**src/rtl/mbx_pkg.sv**
```systemverilog
package mbx_pkg;

  // Per-port strobes from the mode decode to the datapath
  typedef struct packed {
    logic wrEn;   // write allowed into this port's outgoing store
    logic rdEn;   // read allowed from this port's incoming store
    logic drive;  // read mode with output enabled
  } portStb_t;

endpackage

```
**src/rtl/mbx_port_ctrl.sv**
```systemverilog
module mbx_port_ctrl
  import mbx_pkg::*;
#(
  parameter logic WRITE_HIGH = 1'b0  // value of the store bit this port writes with
) (
  input  logic     csN,
  input  logic     weN,
  input  logic     oeN,
  input  logic     areaBit,
  output portStb_t stb
);

  logic selected;
  logic writeMode;
  logic readMode;

  always_comb begin
    selected  = !csN;
    writeMode = selected && !weN;
    readMode  = selected && weN;
    stb.wrEn  = writeMode && (areaBit == WRITE_HIGH);
    stb.rdEn  = readMode && (areaBit != WRITE_HIGH);
    stb.drive = readMode && !oeN;
  end

endmodule

```
**src/rtl/mbx_lane.sv**
```systemverilog
module mbx_lane
  import mbx_pkg::*;
#(
  parameter int DATA_W = 8,
  parameter int IDX_W  = 7
) (
  input  logic              clk,
  input  logic              rstN,
  input  portStb_t          wrStb,
  input  logic [IDX_W-1:0]  wrIdx,
  input  logic [DATA_W-1:0] wrData,
  input  portStb_t          rdStb,
  input  logic [IDX_W-1:0]  rdIdx,
  output logic [DATA_W-1:0] rdData,
  output logic              rdValid
);

  localparam int DEPTH = 1 << IDX_W;

  logic [DATA_W-1:0] store [DEPTH];
  logic              collide;
  logic [DATA_W-1:0] fetched;

  always_ff @(posedge clk) begin
    if (wrStb.wrEn) store[wrIdx] <= wrData;
  end

  always_comb begin
    collide = wrStb.wrEn && rdStb.rdEn && (wrIdx == rdIdx);
    fetched = collide ? wrData : store[rdIdx];
  end

  always_ff @(posedge clk or negedge rstN) begin
    if (!rstN) begin
      rdData  <= '0;
      rdValid <= 1'b0;
    end else begin
      rdValid <= rdStb.drive;
      rdData  <= (rdStb.drive && rdStb.rdEn) ? fetched : '0;
    end
  end

endmodule

```
**src/rtl/xfer_mailbox.sv**
```systemverilog
module xfer_mailbox
  import mbx_pkg::*;
#(
  parameter int DATA_W = 8,
  parameter int IDX_W  = 7,
  localparam int ADDR_W = IDX_W + 1
) (
  input  logic              clk,
  input  logic              rstN,
  input  logic              aCsN,
  input  logic              aWeN,
  input  logic              aOeN,
  input  logic [ADDR_W-1:0] aAddr,
  input  logic [DATA_W-1:0] aDin,
  output logic [DATA_W-1:0] aDout,
  output logic              aDoutEn,
  input  logic              bCsN,
  input  logic              bWeN,
  input  logic              bOeN,
  input  logic [ADDR_W-1:0] bAddr,
  input  logic [DATA_W-1:0] bDin,
  output logic [DATA_W-1:0] bDout,
  output logic              bDoutEn
);

  portStb_t aStb;
  portStb_t bStb;

  // Port A writes with store bit 0, port B with store bit 1
  mbx_port_ctrl #(.WRITE_HIGH(1'b0)) i_ctrlA (
    .csN(aCsN), .weN(aWeN), .oeN(aOeN), .areaBit(aAddr[ADDR_W-1]), .stb(aStb)
  );

  mbx_port_ctrl #(.WRITE_HIGH(1'b1)) i_ctrlB (
    .csN(bCsN), .weN(bWeN), .oeN(bOeN), .areaBit(bAddr[ADDR_W-1]), .stb(bStb)
  );

  // Store one: A to B
  mbx_lane #(.DATA_W(DATA_W), .IDX_W(IDX_W)) i_laneAtoB (
    .clk(clk), .rstN(rstN),
    .wrStb(aStb), .wrIdx(aAddr[IDX_W-1:0]), .wrData(aDin),
    .rdStb(bStb), .rdIdx(bAddr[IDX_W-1:0]),
    .rdData(bDout), .rdValid(bDoutEn)
  );

  // Store two: B to A
  mbx_lane #(.DATA_W(DATA_W), .IDX_W(IDX_W)) i_laneBtoA (
    .clk(clk), .rstN(rstN),
    .wrStb(bStb), .wrIdx(bAddr[IDX_W-1:0]), .wrData(bDin),
    .rdStb(aStb), .rdIdx(aAddr[IDX_W-1:0]),
    .rdData(aDout), .rdValid(aDoutEn)
  );

endmodule

```
**config.mk**
```make
export PLATFORM = sky130hd
export DESIGN_NAME = xfer_mailbox
export DESIGN_NICKNAME = d
export VERILOG_FILES = /design/src/rtl/mbx_pkg.sv /design/src/rtl/mbx_port_ctrl.sv /design/src/rtl/mbx_lane.sv /design/src/rtl/xfer_mailbox.sv
export SDC_FILE = /design/constraint.sdc
export NUM_CORES = 2
export LEC_CHECK = 0
export ABC_AREA = 0
export BUFFER_PORTS_ARGS = -buffer_cell sky130_fd_sc_hd__clkbuf_2
export CAP_MARGIN = 20
export CORE_MARGIN = 4
export CORE_UTILIZATION = 40
export DETAILED_ROUTE_END_ITERATION = 16
export MAX_ROUTING_LAYER = met4
export PLACE_DENSITY = 0.67
export SLEW_MARGIN = 20
export SYNTH_ARGS = -nofsm -noshare
export SYNTH_HDL_FRONTEND = slang
export SYNTH_HIERARCHICAL = 1
export SYNTH_SLANG_ARGS = --single-unit
```
**constraint.sdc**
```tcl
create_clock -name clk -period 1.97 [get_ports clk]
set_input_delay 0 -clock clk [delete_from_list [all_inputs] [get_ports clk]]
set_output_delay 0 -clock clk [all_outputs]
set_load 0.01 [all_outputs]
```
# Yosys cells after proc, flatten, opt, wreduce, memory -nomap -nowiden
# Memory sizes are Yosys's and may differ from the RTL's.
# Index checks and enable logic that the tools add are counted.
dict set report classes {
  n_eq_ne 2
  muxes 8
  bitwise_logic 2
  reduce_logical 22
}
# op count
set op_table {}
lappend op_table {{2-to-1 mux 8 bit} 4}
lappend op_table {{logical AND 1 bit} 16}
lappend op_table {{equality test 7 bit} 2}
lappend op_table {{logical NOT 1 bit} 6}
lappend op_table {{2-to-1 mux 1 bit} 4}
lappend op_table {{NOT 1 bit} 2}
dict set report word_totals {
  ff_bits 18
  mem_bits_rw 2048
  in_bits 40
  out_inout_bits 18
  word_cells 40
  memories 2
}
# memory words word_bits read_ports rd_clocked_by_memory_dff write_ports line_no
set memory_table {}
lappend memory_table {i_laneAtoB.store 128 8 1 0 1 mbx_lane.sv:20} ;# logic [DATA_W-1:0] store [DEPTH];
lappend memory_table {i_laneBtoA.store 128 8 1 0 1 mbx_lane.sv:20}

# Depth between registers and ports, before layout
dict set report depth {
  ltp_word 7
  mapped_depth 12
  ltp_nobuf 6
}

# By module
# Netlist, hierarchy kept.
# module n_inst cells_per_inst area_each_um2
set modules_own_cells {}
lappend modules_own_cells {mbx_lane 2 2007 40684.0}
lappend modules_own_cells {{mbx_port_ctrl at i_ctrlA} 1 3 26.3}
lappend modules_own_cells {{mbx_port_ctrl at i_ctrlB} 1 3 22.5}

# Worst setup path before layout
# OpenSTA, ideal clock, no wires.
dict set report synth_path {
  path_type {input to register}
  from {input port bCsN}
  to {memory i_laneBtoA.store[102][0], enable pin}
  setup_ps 383
  t_arrival_ps 1841
  path_slack_ps -255
  stages 5
  cell_sequence {nor3b_1 > clkbuf_1 > or4b_2 > clkbuf_1 > nor3_1}
}
dict set report synth_between {
  elab_chain_cells 5
}
# element line_no
set synth_rtl {}
lappend synth_rtl {{start, declared} xfer_mailbox.sv:17} ;# input logic bCsN,
lappend synth_rtl {{logical NOT 1 bit} mbx_port_ctrl.sv:18} ;# selected = !csN;
lappend synth_rtl {{logical AND 1 bit} mbx_port_ctrl.sv:19} ;# writeMode = selected && !weN;
lappend synth_rtl {{logical AND 1 bit} mbx_port_ctrl.sv:21} ;# stb.wrEn = writeMode && (areaBit == WRITE_HIGH);
lappend synth_rtl {{2-to-1 mux 1 bit} mbx_lane.sv:25} ;# if (wrStb.wrEn) store[wrIdx] <= wrData;
lappend synth_rtl {{2-to-1 mux 1 bit (not written as such)} mbx_lane.sv:25}
lappend synth_rtl {{end, declared} mbx_lane.sv:20}
# No other way between the ends.

# Worst setup path after layout
dict set report layout_path {
  from {memory i_laneBtoA.store[56][0]}
  to {register i_laneBtoA.rdData[0]}
}
dict set report layout_between {
  elab_chain_cells 3
}
# element line_no
set layout_rtl {}
lappend layout_rtl {{memory (128 x 8 bit)} n/a}
lappend layout_rtl {{2-to-1 mux 8 bit} mbx_lane.sv:30} ;# fetched = collide ? wrData : store[rdIdx];
lappend layout_rtl {{2-to-1 mux 8 bit} mbx_lane.sv:39} ;# rdData <= (rdStb.drive && rdStb.rdEn) ? fetched : '0;
lappend layout_rtl {{end signal, assigned} mbx_lane.sv:39}
lappend layout_rtl {{end, declared} mbx_lane.sv:14} ;# output logic [DATA_W-1:0] rdData,
# No other way between the ends.

==> out/metrics.cfg <==
[synthesis]
netlist.area_leader.share_pct=75.54
ys_seq_area_share_pct=76.09
synth_area_leaders=edfxtp_1 (76%), mux4_2 (9.5%), mux2i_1 (3.4%)
synthFlopType=edfxtp_1
synth_edf_count=2048
avgSynthCellArea_um2=20.25
yosys.area.top_type=edfxtp_1
syn_nets=4060
yosysWarnings=6
syn_area_um2=81420
ys_types=56
syn_inst=4020
async_flop_share_pct=0.8712
ys_seq_elements=2066

[sta]
setup_ws_ns=-0.2449
fin_crit_ns=2.215
setup_viol=9
finalCritPeriodShare_pct=112.4
drv_slew=0
whs_ns=0.09061
skew_ns=0.04080
relSlewSlack_pct=39.94
fmax_ghz=0.4515
fin_tns_setup_ns=-1.234
rsz0062_at_grt=yes
hold_violations=0
worst_slew_pin_slew_ns=0.8929

[clock_network]
clock-sinks=2066
clock_latency_ns=0.84
h-tree-depth=4
cts-root-buf=clkbuf_16
cts_tree=yes
cts_buffers=198
post-cts-setup-buffers=0
path_clk_slew_ns=0.07
cts.path.max_buffers=3

[detailed_routing]
wl_per_cell_um=27.39
drtIter0Drc=5522
firstDrtPassIters=5
vias=44091
drc=0
ant_nets=0
wirelength_mm=212.3
via_per_inst=5.688

[floorplan]
ioPinCount=58
start_util_pct=40.24
row_count=165
dieArea_um2=210800
dieHeight_um=459.2
coreArea_um2=202300
die_x_um=459.2

[critical_path]
cp.arrival_ns=2.91
crit_chain=mux4_2 > mux4_2 > o221ai_4 > a21oi_2 > nor4_2 > buf_4 > nor4_1
crit_buf_inv=1
cpMostUsedCell=mux4_2
cp_max_fo=1
cp_data_required_time_ns=2.67
crit_type=flop to flop
slowest_delay_ns=0.54
worst_path_max_delay_cell=mux4_2
crit_family=multiplexers
start_kind=flop
crit_path_end_kind=flop

[placement]
globalplace.congestion=0.8866
port_buffers=57
dp_slack_ns=-0.8874
dp_hpwl_mm=141.7

[status]
failed_checks=setup timing
status=complete, but fails checks

[power]
ir_worst_vdd_mv=0.9348
leakagePower_nw=32.89
finalPower_mw=91.63
power.density_nw_per_um2=931.5

[layout]
final_util_pct=48.62
fillers=16157
synthToLayoutAreaGrowth_pct=20.82
multi_input_area_um2=18340
final_common_cell=edfxtp_1
register_area_um2=61950
final_cell_mix=edfxtp_1 (2048), buf_4 (774), mux4_2 (350)
layout.nets=4952
layout-drive-gt1-share_pct=32.97

[grt]
grt_max_degree=77
grt_pass1_vias=44303
grt_usage_pct=20.55
grt-ovfl-total=0
antenna_found_initial=8
grt_pass1_wl_mm=309.9

[run]
cap_violations=0

[min_path]
hold_path.class=input port to flop

cells by family (layout without fill, tap and decap cells):
kind of cell           after synthesis  count (layout)  share of synthesized area, %
AO/OA/AOI/OAI                      410             410                         3.611
other                                0               3                             0
AND/OR/NAND/NOR                    598             598                         3.459
buffers and inverters              248            1305                         2.161
XOR/XNOR                            14              14                        0.1506
flip-flops                        2066            2066                         76.09
multiplexers                       684             684                         14.53
cell usage after synthesis, drive strengths merged, types with 6 or more instances:
cell / n
a32oi: 6
clkbuf: 86
a21oi: 58
dfrtp: 18
nor3b: 8
o22ai: 16
a22o: 28
nor4: 38
o221ai: 8
o211ai: 14
nand2b: 28
xnor2: 10
a211oi: 26
and2: 8
a22oi: 174
buf: 158
nor3: 33
and3b: 7
a21boi: 12
a31oi: 6
o21ai: 30
and4: 6
nand3: 32
nand4: 14
mux2i: 278
mux2: 22
nand2: 98
and3: 6
a2111oi: 20
nor2: 264
nor2b: 46
edfxtp: 2048
mux4: 384
what timing repair did:
| action | CTS | global route |
|---|---|---|
| setup endpoints to repair | 16 | 32 |
| hold buffers | 34 | 1 |
| pin swaps | 11 | 13 |
| resized for setup | 60 | 59 |
| hold endpoints to repair | 2105 | 8 |
worst register-to-register path: cells and delay by family (launching register included):
kind | cells | cell delay [ns]
and+or+nand+nor | 2 | 0.21
DFF | 1 | 0.37
buffers and inverters | 1 | 0.18
AOI/OAI and AO/OA | 2 | 0.31
muxes | 2 | 1.03
per-stage QoR:
step	instance area, µm²	std cells
finish	98370	7752
global route	98360	7750
CTS	98120	7750
detailed placement	91020	7351
global placement	91020	7351
floorplan	81470	4020
path summary, 6_finish.rpt:
check | startpoint | slack, ns | depth (start not counted) | endpoint
setup reg to reg | i_laneBtoA/store[56][0] | -0.24 | 7 | i_laneBtoA/rdData[0]
max in group asynchronous | rstN | 1.23 | 4 | i_laneBtoA/rdValid
hold / removal | bAddr[6] | 0.09 | 5 | i_laneAtoB/rdData[5]
setup / recovery | i_laneBtoA/store[56][0] | -0.24 | 7 | i_laneBtoA/rdData[0]
min in group asynchronous | rstN | 0.34 | 4 | i_laneBtoA/rdData[5]
hold reg to reg | i_laneAtoB/store[38][1] | 0.84 | 4 | i_laneAtoB/rdData[1]
layout make-up:
cell class / instances / area share (%)
diodes: 3 / 0.007632
clock buffers: 245 / 5.289
repair buffers: 940 / 8.390
well taps: 2672 / 3.399
clock inverters: 120 / 1.296
flip-flops and latches: 2066 / 62.98
multi-input cells: 1706 / 18.64
layer usage:
metal	part of all wire [%]	GRT usage, %	up-vias
li1	-	-	18450
met1	40	27.81	23165
met2	48	31.72	2086
met3	8.4	3.710	390
met4	3.5	6.919	0
met5	0	-	-
report_power, final:
| group | switching (mW) | internal, mW | total (mW) |
|---|---|---|---|
| Combinational | 3.24 | 2.29 | 5.53 |
| Clock | 16.5 | 21.3 | 37.7 |
| Sequential | 0.0155 | 48.3 | 48.4 |
| Total | 19.8 | 71.9 | 91.6 |
state kept, by name (all words and copies together) (netlist names):
name                flops
i_laneAtoB/store     1024
i_laneBtoA/rdValid      1
i_laneAtoB/rdValid      1
i_laneAtoB/rdData       8
i_laneBtoA/store     1024
i_laneBtoA/rdData       8
No activity file was read; power rests on OpenSTA's default activity.
